===== config.mk =====
export PLATFORM = sky130hd
export DESIGN_NAME = coh_msg_channel
export DESIGN_NICKNAME = d
export VERILOG_FILES = /design/src/rtl/ccm_pkg.sv /design/src/rtl/ccm_fifo.sv /design/src/rtl/ccm_arb.sv /design/src/rtl/ccm_lane.sv /design/src/rtl/coh_msg_channel.sv
export SDC_FILE = /design/constraint.sdc
export NUM_CORES = 1
export LEC_CHECK = 0
export ABC_AREA = 1
export BUFFER_PORTS_ARGS = -buffer_cell sky130_fd_sc_hd__buf_2
export CORE_UTILIZATION = 54
export CTS_CLUSTER_SIZE = 20
export DETAILED_ROUTE_END_ITERATION = 8
export PLACE_DENSITY = 0.77
export SETUP_SLACK_MARGIN = 0.5
export SLEW_MARGIN = 20
export SYNTH_ARGS = -nofsm -noshare
export SYNTH_HDL_FRONTEND = slang
export SYNTH_SLANG_ARGS = --single-unit

===== constraint.sdc =====
create_clock -name clk -period 4.15 [get_ports clk]
set_input_delay 0.415 -clock clk [delete_from_list [all_inputs] [get_ports clk]]
set_output_delay 0.415 -clock clk [all_outputs]
set_load 0.01 [all_outputs]

===== src/rtl/ccm_pkg.sv =====
package ccm_pkg;

   // Message class carried on the class bit of every lane
   typedef enum logic {
      CLS_REQ = 1'b0,
      CLS_RSP = 1'b1
   } msg_cls_e;

   // Number of lanes in the channel: child-to-parent and parent-to-child
   localparam int unsigned LANES = 2;
   localparam int unsigned LANE_UP = 0;
   localparam int unsigned LANE_DN = 1;

   // Width of a flattened payload {src, dst, addr, state, data}
   function automatic int unsigned payload_width(input int unsigned node_w,
                                                 input int unsigned addr_w,
                                                 input int unsigned state_w,
                                                 input int unsigned data_w);
      return 2 * node_w + addr_w + state_w + data_w;
   endfunction

endpackage


===== src/rtl/ccm_fifo.sv =====
module ccm_fifo #(
   parameter int unsigned WIDTH = 8,
   parameter int unsigned DEPTH = 4
) (
   input  logic             clk,
   input  logic             rst_n,
   input  logic             push,
   input  logic [WIDTH-1:0] din,
   input  logic             pop,
   output logic [WIDTH-1:0] dout,
   output logic             empty,
   output logic             full
);

   localparam int unsigned PW   = (DEPTH > 1) ? $clog2(DEPTH) : 1;
   localparam int unsigned CW   = $clog2(DEPTH + 1);
   localparam bit          POW2 = (DEPTH == (1 << PW));

   generate
      if (DEPTH < 2) begin : g_bad_depth
         $error("ccm_fifo: DEPTH must be at least 2");
      end
      if (WIDTH < 1) begin : g_bad_width
         $error("ccm_fifo: WIDTH must be at least 1");
      end
   endgenerate

   logic [WIDTH-1:0] mem [DEPTH];
   logic [PW-1:0]    wr_ptr, rd_ptr;
   logic [PW-1:0]    wr_nxt, rd_nxt;
   logic [CW-1:0]    count;

   // Pointer advance: free wrap for power-of-two depths, compare otherwise
   generate
      if (POW2) begin : g_wrap_free
         assign wr_nxt = wr_ptr + PW'(1);
         assign rd_nxt = rd_ptr + PW'(1);
      end else begin : g_wrap_cmp
         assign wr_nxt = (wr_ptr == PW'(DEPTH - 1)) ? '0 : wr_ptr + PW'(1);
         assign rd_nxt = (rd_ptr == PW'(DEPTH - 1)) ? '0 : rd_ptr + PW'(1);
      end
   endgenerate

   always_ff @(posedge clk) begin
      if (push) begin
         mem[wr_ptr] <= din;
      end
   end

   always_ff @(posedge clk) begin
      if (!rst_n) begin
         wr_ptr <= '0;
         rd_ptr <= '0;
         count  <= '0;
      end else begin
         if (push) begin
            wr_ptr <= wr_nxt;
         end
         if (pop) begin
            rd_ptr <= rd_nxt;
         end
         case ({push, pop})
            2'b10:   count <= count + CW'(1);
            2'b01:   count <= count - CW'(1);
            default: count <= count;
         endcase
      end
   end

   assign dout  = mem[rd_ptr];
   assign empty = (count == '0);
   assign full  = (count == CW'(DEPTH));

endmodule


===== src/rtl/ccm_arb.sv =====
module ccm_arb (
   input  logic rsp_avail,
   input  logic req_avail,
   input  logic hold,
   input  logic held_rsp,
   output logic out_valid,
   output logic grant_rsp
);

   // Responses win whenever present, unless the lane pins an earlier choice
   always_comb begin
      out_valid = rsp_avail | req_avail;
      if (hold) begin
         grant_rsp = held_rsp;
      end else begin
         grant_rsp = rsp_avail;
      end
   end

endmodule


===== src/rtl/ccm_lane.sv =====
module ccm_lane
   import ccm_pkg::*;
#(
   parameter int unsigned MW       = 8,
   parameter int unsigned DEPTH    = 4,
   parameter int unsigned HOLD_SEL = 0
) (
   input  logic          clk,
   input  logic          rst_n,
   input  logic          in_valid,
   output logic          in_ready,
   input  logic          in_cls,
   input  logic [MW-1:0] in_msg,
   output logic          out_valid,
   input  logic          out_ready,
   output logic          out_cls,
   output logic [MW-1:0] out_msg
);

   generate
      if (HOLD_SEL > 1) begin : g_bad_hold
         $error("ccm_lane: HOLD_SEL must be 0 or 1");
      end
   endgenerate

   // Index 0 is the request queue, index 1 the response queue
   logic          q_push  [2];
   logic          q_pop   [2];
   logic          q_empty [2];
   logic          q_full  [2];
   logic [MW-1:0] q_head  [2];

   logic grant_rsp;
   logic hold, held_rsp;
   logic deliver;

   genvar c;
   generate
      for (c = 0; c < 2; c++) begin : g_cls
         localparam logic CLS_BIT = (c == 1) ? CLS_RSP : CLS_REQ;

         assign q_push[c] = in_valid && (in_cls == CLS_BIT) && !q_full[c];
         assign q_pop[c]  = deliver && (grant_rsp == CLS_BIT);

         ccm_fifo #(
            .WIDTH (MW),
            .DEPTH (DEPTH)
         ) u_q (
            .clk   (clk),
            .rst_n (rst_n),
            .push  (q_push[c]),
            .din   (in_msg),
            .pop   (q_pop[c]),
            .dout  (q_head[c]),
            .empty (q_empty[c]),
            .full  (q_full[c])
         );
      end
   endgenerate

   assign in_ready = (in_cls == CLS_RSP) ? !q_full[1] : !q_full[0];

   ccm_arb u_arb (
      .rsp_avail (!q_empty[1]),
      .req_avail (!q_empty[0]),
      .hold      (hold),
      .held_rsp  (held_rsp),
      .out_valid (out_valid),
      .grant_rsp (grant_rsp)
   );

   // Optional variant: freeze the choice while the receiver stalls
   generate
      if (HOLD_SEL == 1) begin : g_hold
         logic stall_q, sel_q;
         always_ff @(posedge clk) begin
            if (!rst_n) begin
               stall_q <= 1'b0;
               sel_q   <= 1'b0;
            end else begin
               stall_q <= out_valid && !out_ready;
               sel_q   <= grant_rsp;
            end
         end
         assign hold     = stall_q;
         assign held_rsp = sel_q;
      end else begin : g_strict
         assign hold     = 1'b0;
         assign held_rsp = 1'b0;
      end
   endgenerate

   assign deliver = out_valid && out_ready;
   assign out_cls = grant_rsp;
   assign out_msg = grant_rsp ? q_head[1] : q_head[0];

endmodule


===== src/rtl/coh_msg_channel.sv =====
module coh_msg_channel
   import ccm_pkg::*;
#(
   parameter int unsigned NODE_W   = 2,
   parameter int unsigned ADDR_W   = 16,
   parameter int unsigned STATE_W  = 2,
   parameter int unsigned DATA_W   = 32,
   parameter int unsigned DEPTH    = 4,
   parameter int unsigned HOLD_SEL = 0
) (
   input  logic               clk,
   input  logic               rst_n,
   input  logic               up_in_valid,
   output logic               up_in_ready,
   input  logic               up_in_rsp,
   input  logic [NODE_W-1:0]  up_in_src,
   input  logic [NODE_W-1:0]  up_in_dst,
   input  logic [ADDR_W-1:0]  up_in_addr,
   input  logic [STATE_W-1:0] up_in_state,
   input  logic [DATA_W-1:0]  up_in_data,
   output logic               up_out_valid,
   input  logic               up_out_ready,
   output logic               up_out_rsp,
   output logic [NODE_W-1:0]  up_out_src,
   output logic [NODE_W-1:0]  up_out_dst,
   output logic [ADDR_W-1:0]  up_out_addr,
   output logic [STATE_W-1:0] up_out_state,
   output logic [DATA_W-1:0]  up_out_data,
   input  logic               dn_in_valid,
   output logic               dn_in_ready,
   input  logic               dn_in_rsp,
   input  logic [NODE_W-1:0]  dn_in_src,
   input  logic [NODE_W-1:0]  dn_in_dst,
   input  logic [ADDR_W-1:0]  dn_in_addr,
   input  logic [STATE_W-1:0] dn_in_state,
   input  logic [DATA_W-1:0]  dn_in_data,
   output logic               dn_out_valid,
   input  logic               dn_out_ready,
   output logic               dn_out_rsp,
   output logic [NODE_W-1:0]  dn_out_src,
   output logic [NODE_W-1:0]  dn_out_dst,
   output logic [ADDR_W-1:0]  dn_out_addr,
   output logic [STATE_W-1:0] dn_out_state,
   output logic [DATA_W-1:0]  dn_out_data
);

   localparam int unsigned MW = payload_width(NODE_W, ADDR_W, STATE_W, DATA_W);

   generate
      if (NODE_W < 1 || ADDR_W < 1 || STATE_W < 1 || DATA_W < 1) begin : g_bad_fields
         $error("coh_msg_channel: every field width must be at least 1");
      end
   endgenerate

   logic          l_in_valid  [LANES];
   logic          l_in_ready  [LANES];
   logic          l_in_cls    [LANES];
   logic [MW-1:0] l_in_msg    [LANES];
   logic          l_out_valid [LANES];
   logic          l_out_ready [LANES];
   logic          l_out_cls   [LANES];
   logic [MW-1:0] l_out_msg   [LANES];

   // Child-to-parent lane edges
   assign l_in_valid[LANE_UP]  = up_in_valid;
   assign l_in_cls[LANE_UP]    = up_in_rsp;
   assign l_in_msg[LANE_UP]    = {up_in_src, up_in_dst, up_in_addr, up_in_state, up_in_data};
   assign l_out_ready[LANE_UP] = up_out_ready;
   assign up_in_ready          = l_in_ready[LANE_UP];
   assign up_out_valid         = l_out_valid[LANE_UP];
   assign up_out_rsp           = l_out_cls[LANE_UP];
   assign {up_out_src, up_out_dst, up_out_addr, up_out_state, up_out_data} = l_out_msg[LANE_UP];

   // Parent-to-child lane edges
   assign l_in_valid[LANE_DN]  = dn_in_valid;
   assign l_in_cls[LANE_DN]    = dn_in_rsp;
   assign l_in_msg[LANE_DN]    = {dn_in_src, dn_in_dst, dn_in_addr, dn_in_state, dn_in_data};
   assign l_out_ready[LANE_DN] = dn_out_ready;
   assign dn_in_ready          = l_in_ready[LANE_DN];
   assign dn_out_valid         = l_out_valid[LANE_DN];
   assign dn_out_rsp           = l_out_cls[LANE_DN];
   assign {dn_out_src, dn_out_dst, dn_out_addr, dn_out_state, dn_out_data} = l_out_msg[LANE_DN];

   genvar l;
   generate
      for (l = 0; l < LANES; l++) begin : g_lane
         ccm_lane #(
            .MW       (MW),
            .DEPTH    (DEPTH),
            .HOLD_SEL (HOLD_SEL)
         ) u_lane (
            .clk       (clk),
            .rst_n     (rst_n),
            .in_valid  (l_in_valid[l]),
            .in_ready  (l_in_ready[l]),
            .in_cls    (l_in_cls[l]),
            .in_msg    (l_in_msg[l]),
            .out_valid (l_out_valid[l]),
            .out_ready (l_out_ready[l]),
            .out_cls   (l_out_cls[l]),
            .out_msg   (l_out_msg[l])
         );
      end
   endgenerate

endmodule


# Word-level counts from Yosys, hierarchy flattened
# Memories as Yosys holds them, arrays and structs flattened. A register that Yosys moved wholly into a read port is not among the register bits.
# Index checks and enable logic that the tools add are counted.
[classes]
n_mux = 24
n_bitwise = 4
eq_ne = 12
reduce_logical = 30
add_sub_neg = 16
[ops]
columns = ["op", "count"]
rows = [
  ["$mux 54", 2],
  ["$pmux 3 s2", 4],
  ["$add 2x1->2 const B", 8],
  ["$mux 2", 8],
  ["$logic_and 1x1->1", 14],
  ["$add 3x1->3 const B", 4],
  ["$eq 3x3->1 const B", 4],
  ["$logic_not 3->1", 4],
  ["$sub 3x1->3 const B", 4],
  ["$mux 1", 10],
  ["$eq 2x1->1 const B", 4],
  ["$eq 2x2->1 const B", 4],
  ["$logic_not 1->1", 8],
  ["$reduce_bool 2->1", 4],
  ["$not 1->1", 2],
  ["$or 1x1->1", 2],
]
[word_totals]
regBits = 28
out_inout_bits = 114
in_bits = 116
ram_bits = 864
memories = 4
elab_cells = 102
[memory_table]
columns = ["name", "depth", "width", "read_ports", "rd_ports_with_merged_regs", "write_ports", "line", "rtl"]
rows = [
  ["g_lane[0].u_lane.g_cls[0].u_q.mem", 4, 54, 1, 1, 1, "ccm_fifo.sv:28", "logic [WIDTH-1:0] mem [DEPTH];"],
  ["g_lane[0].u_lane.g_cls[1].u_q.mem", 4, 54, 1, 1, 1, "ccm_fifo.sv:28", ""],
  ["g_lane[1].u_lane.g_cls[0].u_q.mem", 4, 54, 1, 1, 1, "ccm_fifo.sv:28", ""],
  ["g_lane[1].u_lane.g_cls[1].u_q.mem", 4, 54, 1, 1, 1, "ccm_fifo.sv:28", ""],
]

# Logic depth before layout (Yosys ltp)
# Gate-level depths: netlist of the first run.
[depth]
ltp_word = 7
mapped_depth = 12
mapped_depth_nobuf = 12

# Hierarchy
# From an unflattened synthesis of the first run, not the netlist that was laid out.
[unflattened]
hier_cells = 2706
hier_area_um2 = 35286.3
[modules_own_cells]
columns = ["mod", "cells_per_inst", "instances", "area_per_inst_um2"]
rows = [
  ["ccm_fifo", 579, 4, 8425.6],
  ["ccm_lane", 190, 2, 770.7],
  ["ccm_arb", 5, 2, 21.3],
]

# Worst setup path after synthesis of the first run
# Ideal clock, no wire load.
[synth_timing]
path_type = "flip-flop to flip-flop"
start = "reg g_lane[1].u_lane.g_cls[0].u_q.count[0]"
end = "mem g_lane[1].u_lane.g_cls[0].u_q.mem[0][0] in the netlist's numbering, enable pin"
setup_ns = 0.466
arrival_ns = 3.011
n_path_buf = 0
synth_period_minus_slack_ns = 3.477
slack_ns = 0.673
stages_incl_launch_ff = 5
cell_sequence = "dfxtp_1 nor2_1 nand2_1 nand3_1 nor2_1"
[synth_between]
elab_chain_cells = 5
[synth_lines]
columns = ["item", "line", "rtl"]
rows = [
  ["start, declared", "ccm_fifo.sv:31", "logic [CW-1:0] count;"],
  ["start signal, assigned", "ccm_fifo.sv:63", "2'b10: count <= count + CW'(1);"],
  ["start signal, assigned", "ccm_fifo.sv:64", "2'b01: count <= count - CW'(1);"],
  ["start signal, assigned", "ccm_fifo.sv:65", "default: count <= count;"],
  ["$eq 3x3->1", "ccm_fifo.sv:72", "assign full = (count == CW'(DEPTH));"],
  ["$logic_not 1->1", "ccm_lane.sv:42", "assign q_push[c] = in_valid && (in_cls == CLS_BIT) && !q_full[c];"],
  ["$logic_and 1x1->1", "ccm_lane.sv:42", ""],
  ["$mux 1", "ccm_fifo.sv:45", "if (push) begin"],
  ["$mux 1 (not written as such)", "ccm_fifo.sv:46", "mem[wr_ptr] <= din;"],
  ["end, declared", "ccm_fifo.sv:28", ""],
]
# Every way passes these cells.

==> impl_metrics.prom, run 1 <==
# TYPE chip_impl_metric gauge
chip_impl_info{name="status",value="completed"} 1
chip_impl_metric{name="setup_ws",unit="ps"} 849
chip_impl_metric{name="regArea",unit="µm²"} 26700
chip_impl_metric{name="finalNetCount",unit=""} 3248
chip_impl_metric{name="yosys.cell_types.count",unit=""} 28
chip_impl_metric{name="grt.total_usage",unit="%"} 22.3
chip_impl_metric{name="syn_area_per_cell",unit="µm²"} 12.4
chip_impl_metric{name="setup_viol_count_final",unit=""} 0
chip_impl_metric{name="grt_pass1_vias",unit=""} 21800
chip_impl_metric{name="final.setup.tns",unit="ps"} 0
chip_impl_metric{name="multi_input_gate_area_in_the_final_layout",unit="µm²"} 7720
chip_impl_metric{name="grt_pass1_wl",unit="µm"} 116000
chip_impl_metric{name="r2r_slack",unit="ps"} 1610
chip_impl_info{name="clock-root-buffer",value="sky130_fd_sc_hd__clkbuf_16"} 1
chip_impl_metric{name="ys_ff_latch",unit=""} 900
chip_impl_metric{name="wl",unit="µm"} 76100
chip_impl_info{name="cts_tree",value="built"} 1
chip_impl_metric{name="hpwl",unit="µm"} 41600
chip_impl_metric{name="placement_rows",unit=""} 94
chip_impl_metric{name="worst_r2r_path_depth",unit=""} 5
chip_impl_info{name="grt_setup_unrepaired",value="no"} 1
chip_impl_metric{name="die_width",unit="µm"} 260
chip_impl_metric{name="globalRoute.totalOverflow",unit=""} 0
chip_impl_metric{name="fmax",unit="MHz"} 303
chip_impl_metric{name="critPathArrivalTime",unit="ps"} 2890
chip_impl_metric{name="data_required_time_at_the_worst_endpoint",unit="ps"} 3730
chip_impl_metric{name="crit_fanout",unit=""} 55
chip_impl_info{name="reg2reg_to",value="g_lane[1].u_lane.g_cls[1].u_q.mem[3][39]$_DFFE_PP_"} 1
chip_impl_metric{name="n_fill_cell",unit=""} 4851
chip_impl_metric{name="floorplan.io_pins",unit=""} 230
chip_impl_metric{name="hold_violations",unit=""} 0
chip_impl_metric{name="period_needed",unit="ps"} 3300
chip_impl_info{name="hold_path.class",value="in -> reg"} 1
chip_impl_metric{name="synth_nets",unit=""} 3052
chip_impl_metric{name="die_area",unit="µm²"} 67700
chip_impl_info{name="synth_ff_type",value="sky130_fd_sc_hd__edfxtp_1"} 1
chip_impl_metric{name="cts_hold_bufs",unit=""} 0
chip_impl_info{name="worst-setup-path-type",value="reg -> out"} 1
chip_impl_metric{name="vdd_ir_drop_max",unit="mV"} 0.520
chip_impl_metric{name="final-max-slew-violation-count",unit=""} 0
chip_impl_metric{name="grt_start_max_net_pins",unit=""} 109
chip_impl_info{name="yosys.area.top_type",value="sky130_fd_sc_hd__edfxtp_1"} 1
chip_impl_metric{name="tritoncts_buffers",unit=""} 89
chip_impl_metric{name="initial_core_util",unit="%"} 54.6
chip_impl_metric{name="slew_headroom",unit="%"} 26.9
chip_impl_metric{name="post-cts-setup-buffers",unit=""} 0
chip_impl_metric{name="clk_path_buf_depth",unit=""} 3
chip_impl_metric{name="insertion_delay",unit="ps"} 640
chip_impl_metric{name="power.leakage",unit="nW"} 14.6
chip_impl_metric{name="dieHeight",unit="µm"} 260
chip_impl_metric{name="synthArstFlopShare",unit="%"} 0
chip_impl_metric{name="power_density",unit="nW/µm²"} 634
chip_impl_metric{name="gp_congestion",unit=""} 0.764
chip_impl_metric{name="ys.warnings.count",unit=""} 0
chip_impl_metric{name="drt_pass1_iterations",unit=""} 6
chip_impl_metric{name="resize_count_post_cts",unit=""} 0
chip_impl_metric{name="synth_edf_count",unit=""} 864
chip_impl_metric{name="syn2layout_area_growth",unit="%"} 12.8
chip_impl_info{name="synth.top_cells.by_area",value="sky130_fd_sc_hd__edfxtp_1 (72%), sky130_fd_sc_hd__o21ai_0 (6.4%), sky130_fd_sc_hd__nor2_1 (5.0%), sky130_fd_sc_hd__nand2_1 (4.9%), sky130_fd_sc_hd__dfxtp_1 (2.0%)"} 1
chip_impl_metric{name="wl_per_cell",unit="µm"} 18.8
chip_impl_info{name="yosys.cell_count.top_type",value="sky130_fd_sc_hd__edfxtp_1"} 1
chip_impl_metric{name="skew",unit="ps"} 21.2
chip_impl_metric{name="cts-htree-levels",unit=""} 3
chip_impl_metric{name="netlist.area_leader.share",unit="%"} 72.1
chip_impl_info{name="r2r_start",value="g_lane[1].u_lane.g_cls[1].u_q.count[0]$_SDFFE_PN0P_"} 1
chip_impl_metric{name="worst_hold_slack",unit="ps"} 48.6
chip_impl_metric{name="clock_sinks",unit=""} 900
chip_impl_info{name="critical_path_capture_point_type",value="primary output"} 1
chip_impl_metric{name="finalCoreUtilization",unit="%"} 61.6
chip_impl_metric{name="maxCapViolCount",unit=""} 0
chip_impl_metric{name="drcViolationCount",unit=""} 0
chip_impl_metric{name="portion_of_the_post_synthesis_area_used_by_sequential_elements",unit="%"} 74.1
chip_impl_metric{name="detail-route-antenna-nets",unit=""} 0
chip_impl_metric{name="grt_antenna_before_repair",unit=""} 9
chip_impl_metric{name="post_route_cells_drive_above_1_share",unit="%"} 13.6
chip_impl_info{name="crit_end",value="dn_out_addr[1]"} 1
chip_impl_metric{name="route.vias.total",unit=""} 22500
chip_impl_info{name="synth_common_cells",value="sky130_fd_sc_hd__edfxtp_1 (864), sky130_fd_sc_hd__nor2_1 (479), sky130_fd_sc_hd__nand2_1 (465)"} 1
chip_impl_metric{name="placement.io_buffers",unit=""} 229
chip_impl_metric{name="placeableCoreArea",unit="µm²"} 65900
chip_impl_metric{name="avg_vias_per_cell",unit=""} 5.55
chip_impl_metric{name="clk_transition_reported_paths",unit="ps"} 60
chip_impl_metric{name="post_synth_inst_count",unit=""} 2912
chip_impl_metric{name="worst_slew_pin_slew",unit="ps"} 1100
chip_impl_metric{name="min_period_over_period",unit="%"} 79.5
chip_impl_metric{name="initialDrtViolationCount",unit=""} 1931
chip_impl_metric{name="post-place-ws",unit="ps"} 1540
chip_impl_metric{name="synthesis.area",unit="µm²"} 36000
chip_impl_info{name="setup.worst_path.start_class",value="flip-flop"} 1
==> metal layers <==
metal  GRT usage (%)  routed length (µm)  up-vias
li1                -                   -    10600
met4            8.51                1900       12
met2            39.5               39000      836
met5               0                  74        -
met1            27.1               29600    10800
met3            3.87                5420      160
==> cells by family (layout without fill, tap and decap cells) <==
family | Yosys count | in the layout | share of synthesized area [%]
adder cells (fa/ha/maj) | 24 | 24 | 0.918
buffers and inverters | 334 | 604 | 4.76
AND/OR/NAND/NOR | 963 | 963 | 10.2
flip-flops | 900 | 900 | 74.1
AO/OA/AOI/OAI | 688 | 688 | 9.95
XOR/XNOR | 3 | 3 | 0.0730
other | 0 | 6 | 0
==> final cells by class <==
class                           instances  share of cell area, %
Tap cell                              864                   2.66
Multi-Input combinational cell       1678                   19.0
Inverter                              169                   1.62
Clock buffer                          107                   5.71
Clock inverter                         58                   1.45
Timing Repair Buffer                  270                   3.69
Sequential cell                       900                   65.8
Antenna cell                            6                 0.0370
==> report_power, final <==
group | switching [mW] | leakage, nW | internal (mW)
clock | 3.31 | 1.40 | 4.62
combinational | 4.69 | 5.02 | 2.18
sequential | 0.517 | 8.15 | 10.4
==> stage by stage <==
step                total power [mW]  instances  area (µm²)
global placement                17.8       3880       37600
detailed placement              17.9       3880       37600
floorplan                       15.5       2912       36000
global route                    27.0       4048       40600
CTS                             25.9       4045       40500
finish                          25.7       4052       40600
==> flip-flops by register name, summed over array words and instances, names as in the netlist, named ones only <==
| register | cells |
|---|---|
| g_lane.u_lane.g_cls.u_q.count | 12 |
| g_lane.u_lane.g_cls.u_q.mem | 864 |
| g_lane.u_lane.g_cls.u_q.rd_ptr | 8 |
| g_lane.u_lane.g_cls.u_q.wr_ptr | 8 |
==> placed cells by master, fill, tap and decap left out, types with 2 or more instances in the layout <==
cell type and n:
sky130_fd_sc_hd__nand3_2 3, sky130_fd_sc_hd__xor2_1 3, sky130_fd_sc_hd__dfxtp_4 8, sky130_fd_sc_hd__buf_2 229, sky130_fd_sc_hd__clkinv_4 2, sky130_fd_sc_hd__clkinv_2 14, sky130_fd_sc_hd__nor2_1 463, sky130_fd_sc_hd__diode_2 6
sky130_fd_sc_hd__inv_1 164, sky130_fd_sc_hd__nand2_1 465, sky130_fd_sc_hd__fa_1 4, sky130_fd_sc_hd__bufinv_16 10, sky130_fd_sc_hd__a21oi_1 18, sky130_fd_sc_hd__buf_4 38, sky130_fd_sc_hd__ha_1 20, sky130_fd_sc_hd__o21ai_1 103
sky130_fd_sc_hd__clkbuf_16 90, sky130_fd_sc_hd__clkinvlp_4 6, sky130_fd_sc_hd__nand4_1 2, sky130_fd_sc_hd__clkbuf_1 17, sky130_fd_sc_hd__clkinv_1 19, sky130_fd_sc_hd__inv_6 5, sky130_fd_sc_hd__inv_8 2, sky130_fd_sc_hd__nand3_1 12
sky130_fd_sc_hd__dfxtp_1 28, sky130_fd_sc_hd__o22ai_1 108, sky130_fd_sc_hd__clkinv_8 3, sky130_fd_sc_hd__o21ai_0 459, sky130_fd_sc_hd__buf_12 2, sky130_fd_sc_hd__edfxtp_1 864, sky130_fd_sc_hd__nor2_4 16
==> worst min-delay path by stage <==
stage	start	to	cells after the start
2_1_floorplan	g_lane[0].u_lane.g_cls[0].u_q.count[2]$_SDFFE_PN0P_	g_lane[0].u_lane.g_cls[0].u_q.count[2]$_SDFFE_PN0P_	2
3_3_place_gp	g_lane[0].u_lane.g_cls[1].u_q.rd_ptr[1]$_SDFFE_PN0P_	flip-flop	2
3_5_place_dp	g_lane[0].u_lane.g_cls[0].u_q.count[2]$_SDFFE_PN0P_	g_lane[0].u_lane.g_cls[0].u_q.count[2]$_SDFFE_PN0P_	2
4_1_cts	up_in_addr[2]	g_lane[0].u_lane.g_cls[0].u_q.mem[3][36]$_DFFE_PP_	1
5_1_grt	up_in_data[13]	g_lane[0].u_lane.g_cls[0].u_q.mem[1][13]$_DFFE_PP_	1
6_report	up_in_addr[6]	g_lane[0].u_lane.g_cls[0].u_q.mem[1][40]$_DFFE_PP_	1
==> critical path, cell delays in order, from the launching register on <==
cell and delay, ps:
sky130_fd_sc_hd__dfxtp_4 730, sky130_fd_sc_hd__buf_4 570, sky130_fd_sc_hd__nor2_1 110, sky130_fd_sc_hd__nor2_1 120
sky130_fd_sc_hd__o21ai_0 140, sky130_fd_sc_hd__o21ai_0 180, sky130_fd_sc_hd__nand2_1 90, sky130_fd_sc_hd__nand2_1 100
sky130_fd_sc_hd__buf_2 130
Note: power is estimated with default switching activity, not from simulation.
==> run 2, diff against run 1 <==
==> constraint.sdc (replaced) <==
create_clock -name clk -period 3.1 [get_ports clk]
set_input_delay 0.31 -clock clk [delete_from_list [all_inputs] [get_ports clk]]
set_output_delay 0.31 -clock clk [all_outputs]
set_load 0.01 [all_outputs]
==> run 2 against run 1 <==
  * Via count rose by 3.6%
  * Clock power rose by 32%
  * Sequential share of layout area fell by 2.7 points
  * Global-route usage rose by 1.1 points
  * Core utilization rose by 2.7 points
  * Critical path type unchanged
  * Largest power group unchanged
  * Highest routed layer unchanged
==> impl_metrics.prom, run 2 (synthesis gave the netlist of run 1 again) <==
# TYPE chip_impl_metric gauge
chip_impl_info{name="largest_register",value="g_lane.u_lane.g_cls.u_q.mem"} 1
chip_impl_metric{name="dieHeight",unit="µm"} 260
chip_impl_info{name="status",value="completed"} 1
chip_impl_metric{name="die_area",unit="µm²"} 67700
chip_impl_info{name="mostFrequentLayoutCells",value="sky130_fd_sc_hd__edfxtp_1 (864), sky130_fd_sc_hd__nand2_1 (465), sky130_fd_sc_hd__nor2_1 (463), sky130_fd_sc_hd__o21ai_0 (458), sky130_fd_sc_hd__buf_2 (229)"} 1
chip_impl_metric{name="hpwl",unit="µm"} 41500
chip_impl_metric{name="grt_pass1_wl",unit="µm"} 122000
chip_impl_metric{name="placement_rows",unit=""} 94
chip_impl_metric{name="worst_slew_pin_slew",unit="ps"} 580
chip_impl_metric{name="period_needed",unit="ps"} 2530
chip_impl_metric{name="post_route_cells_drive_above_1_share",unit="%"} 13.6
chip_impl_metric{name="cts-htree-levels",unit=""} 3
chip_impl_metric{name="largest_reg_flops",unit=""} 864
chip_impl_metric{name="placement.io_buffers",unit=""} 229
chip_impl_metric{name="clk_transition_reported_paths",unit="ps"} 60
chip_impl_info{name="cts_tree",value="built"} 1
chip_impl_metric{name="power.leakage",unit="nW"} 15.3
chip_impl_metric{name="grt_pass1_vias",unit=""} 22700
chip_impl_metric{name="drcViolationCount",unit=""} 0
chip_impl_info{name="crit_chain",value="inv_1 > nand3_2 > clkbuf_8 > nand2_1 > nand2_1 > buf_2"} 1
chip_impl_info{name="hold_path.class",value="in -> reg"} 1
chip_impl_info{name="mostFrequentLayoutCell",value="sky130_fd_sc_hd__edfxtp_1"} 1
chip_impl_metric{name="hold_violations",unit=""} 0
chip_impl_metric{name="finalCoreUtilization",unit="%"} 64.3
chip_impl_metric{name="wl",unit="µm"} 81000
chip_impl_metric{name="clk_path_buf_depth",unit=""} 3
chip_impl_metric{name="critPathArrivalTime",unit="ps"} 2220
chip_impl_metric{name="setup_ws",unit="ps"} 567
chip_impl_info{name="setup.worst_path.start_class",value="flip-flop"} 1
chip_impl_metric{name="setup_viol_count_final",unit=""} 0
chip_impl_metric{name="skew",unit="ps"} 16.1
chip_impl_metric{name="intPower",unit="mW"} 23.4
chip_impl_metric{name="drt_pass1_iterations",unit=""} 6
chip_impl_metric{name="report.power.total",unit="mW"} 35.2
chip_impl_metric{name="final-max-slew-violation-count",unit=""} 0
chip_impl_metric{name="netSwitchingFraction",unit="%"} 33.6
chip_impl_metric{name="gp_congestion",unit=""} 0.771
chip_impl_metric{name="initial_core_util",unit="%"} 54.6
chip_impl_info{name="critPathSlowestCell",value="sky130_fd_sc_hd__dfxtp_1"} 1
chip_impl_metric{name="vdd_ir_drop_max",unit="mV"} 0.672
chip_impl_metric{name="design_area",unit="µm²"} 42300
chip_impl_metric{name="die_width",unit="µm"} 260
chip_impl_metric{name="wl_per_cell",unit="µm"} 19.3
chip_impl_metric{name="route.vias.total",unit=""} 23300
chip_impl_info{name="grt_setup_unrepaired",value="yes"} 1
chip_impl_metric{name="placedInstanceArea",unit="µm²"} 38000
chip_impl_metric{name="slew_headroom",unit="%"} 61.3
chip_impl_metric{name="finalNetCount",unit=""} 3383
chip_impl_metric{name="cp_slowest_stage_delay",unit="ps"} 410
chip_impl_metric{name="initialDrtViolationCount",unit=""} 2306
chip_impl_metric{name="tritoncts_buffers",unit=""} 89
chip_impl_metric{name="grt_antenna_before_repair",unit=""} 9
chip_impl_info{name="layout_top_registers",value="g_lane.u_lane.g_cls.u_q.mem x864, g_lane.u_lane.g_cls.u_q.count x12"} 1
chip_impl_metric{name="avg_vias_per_cell",unit=""} 5.56
chip_impl_metric{name="clock_power_share",unit="%"} 29.9
chip_impl_metric{name="data_required_time_at_the_worst_endpoint",unit="ps"} 2790
chip_impl_metric{name="floorplan.io_pins",unit=""} 230
chip_impl_metric{name="grt.total_usage",unit="%"} 23.4
chip_impl_metric{name="clock_sinks",unit=""} 900
chip_impl_metric{name="min_period_over_period",unit="%"} 81.7
chip_impl_metric{name="syn2layout_area_growth",unit="%"} 17.6
chip_impl_metric{name="power.sequential.fraction",unit="%"} 40.4
chip_impl_metric{name="insertion_delay",unit="ps"} 640
chip_impl_metric{name="post-place-ws",unit="ps"} 906
chip_impl_info{name="worst-setup-path-type",value="reg -> out"} 1
chip_impl_metric{name="crit_fanout",unit=""} 55
chip_impl_metric{name="globalRoute.totalOverflow",unit=""} 0
chip_impl_metric{name="maxCapViolCount",unit=""} 0
chip_impl_metric{name="detail-route-antenna-nets",unit=""} 0
chip_impl_metric{name="total_switching_power",unit="mW"} 11.8
chip_impl_info{name="critPathMostFrequentCell",value="sky130_fd_sc_hd__nand2_1"} 1
chip_impl_info{name="critical_path_capture_point_type",value="primary output"} 1
chip_impl_metric{name="combinationalPowerShare",unit="%"} 29.6
chip_impl_metric{name="grt_start_max_net_pins",unit=""} 109
chip_impl_info{name="clock-root-buffer",value="sky130_fd_sc_hd__clkbuf_16"} 1
chip_impl_metric{name="fmax",unit="MHz"} 395
chip_impl_metric{name="power_density",unit="nW/µm²"} 832
chip_impl_metric{name="placeableCoreArea",unit="µm²"} 65900
-- run 2: worst max-delay path: cells and delay by family (launching register included) --
family / cells / cell delay (ps)
flip-flops: 1 / 410
AND/OR/NAND/NOR: 3 / 400
buffers and inverters: 3 / 670
-- run 2: final cells by class --
class / count / area, µm²
inverter: 169 / 672
clock buffer: 108 / 2320
multi-input combinational: 1678 / 7720
timing repair buffer: 405 / 3280
antenna: 8 / 20.0
sequential: 900 / 26700
tap: 864 / 1080
fill: 4581 / 23500
clock inverter: 57 / 534
-- run 2: stage by stage --
| step | setup TNS [ps] | hold WS (ps) | std cells |
|---|---|---|---|
| floorplan | -279240 | 409 | 2912 |
| detailed placement | 0 | 482 | 3892 |
| CTS | 0 | 73.0 | 4173 |
| global placement | 0 | 471 | 3892 |
| global route | 0 | 117 | 4188 |
| finish | 0 | 88.9 | 4189 |
-- run 2: power by group through the flow --
stage / logic [mW] / clock network, mW / registers (mW)
4_1_cts: 10.1 / 10.6 / 14.2
3_5_place_dp: 9.67 / 0 / 14.5
2_1_floorplan: 6.43 / 0 / 14.3
6_report: 10.4 / 10.5 / 14.2
5_1_grt: 11.5 / 11.1 / 14.3
3_3_place_gp: 9.50 / 0 / 14.5
-- run 2: worst paths after layout --
kind | startpoint | to | slack (ps) | cells after the start
setup reg to reg | g_lane[0].u_lane.g_cls[1].u_q.count[0]$_SDFFE_PN0P_ | g_lane[0].u_lane.g_cls[1].u_q.count[2]$_SDFFE_PN0P_ | 900 | 10
hold / removal | up_out_ready | g_lane[0].u_lane.g_cls[1].u_q.rd_ptr[0]$_SDFFE_PN0P_ | 90 | 3
hold reg to reg | g_lane[1].u_lane.g_cls[0].u_q.rd_ptr[1]$_SDFFE_PN0P_ | flip-flop | 490 | 2
setup / recovery | g_lane[1].u_lane.g_cls[1].u_q.count[0]$_SDFFE_PN0P_ | dn_out_data[4] | 570 | 6
-- run 2: timing repair --
item                                   4_1_cts  5_1_grt
cloned                                       1        4
setup buffers                                6        4
gates resized for setup                     12       17
endpoints found under the hold margin      866        0
pin swaps                                    1        0
hold buffers                               109        0
setup endpoints to repair                   85       73
-- run 2: per-layer routing --
metal	part of all wire, %	routed length [µm]	GRT usage, %	up-vias
met1	38	30800	28.9	11100
met3	8.4	6780	3.69	175
met2	51	41500	41.2	1101
li1	-	-	-	10900
met5	0.030	24	0	-
met4	2.4	1930	9.06	4
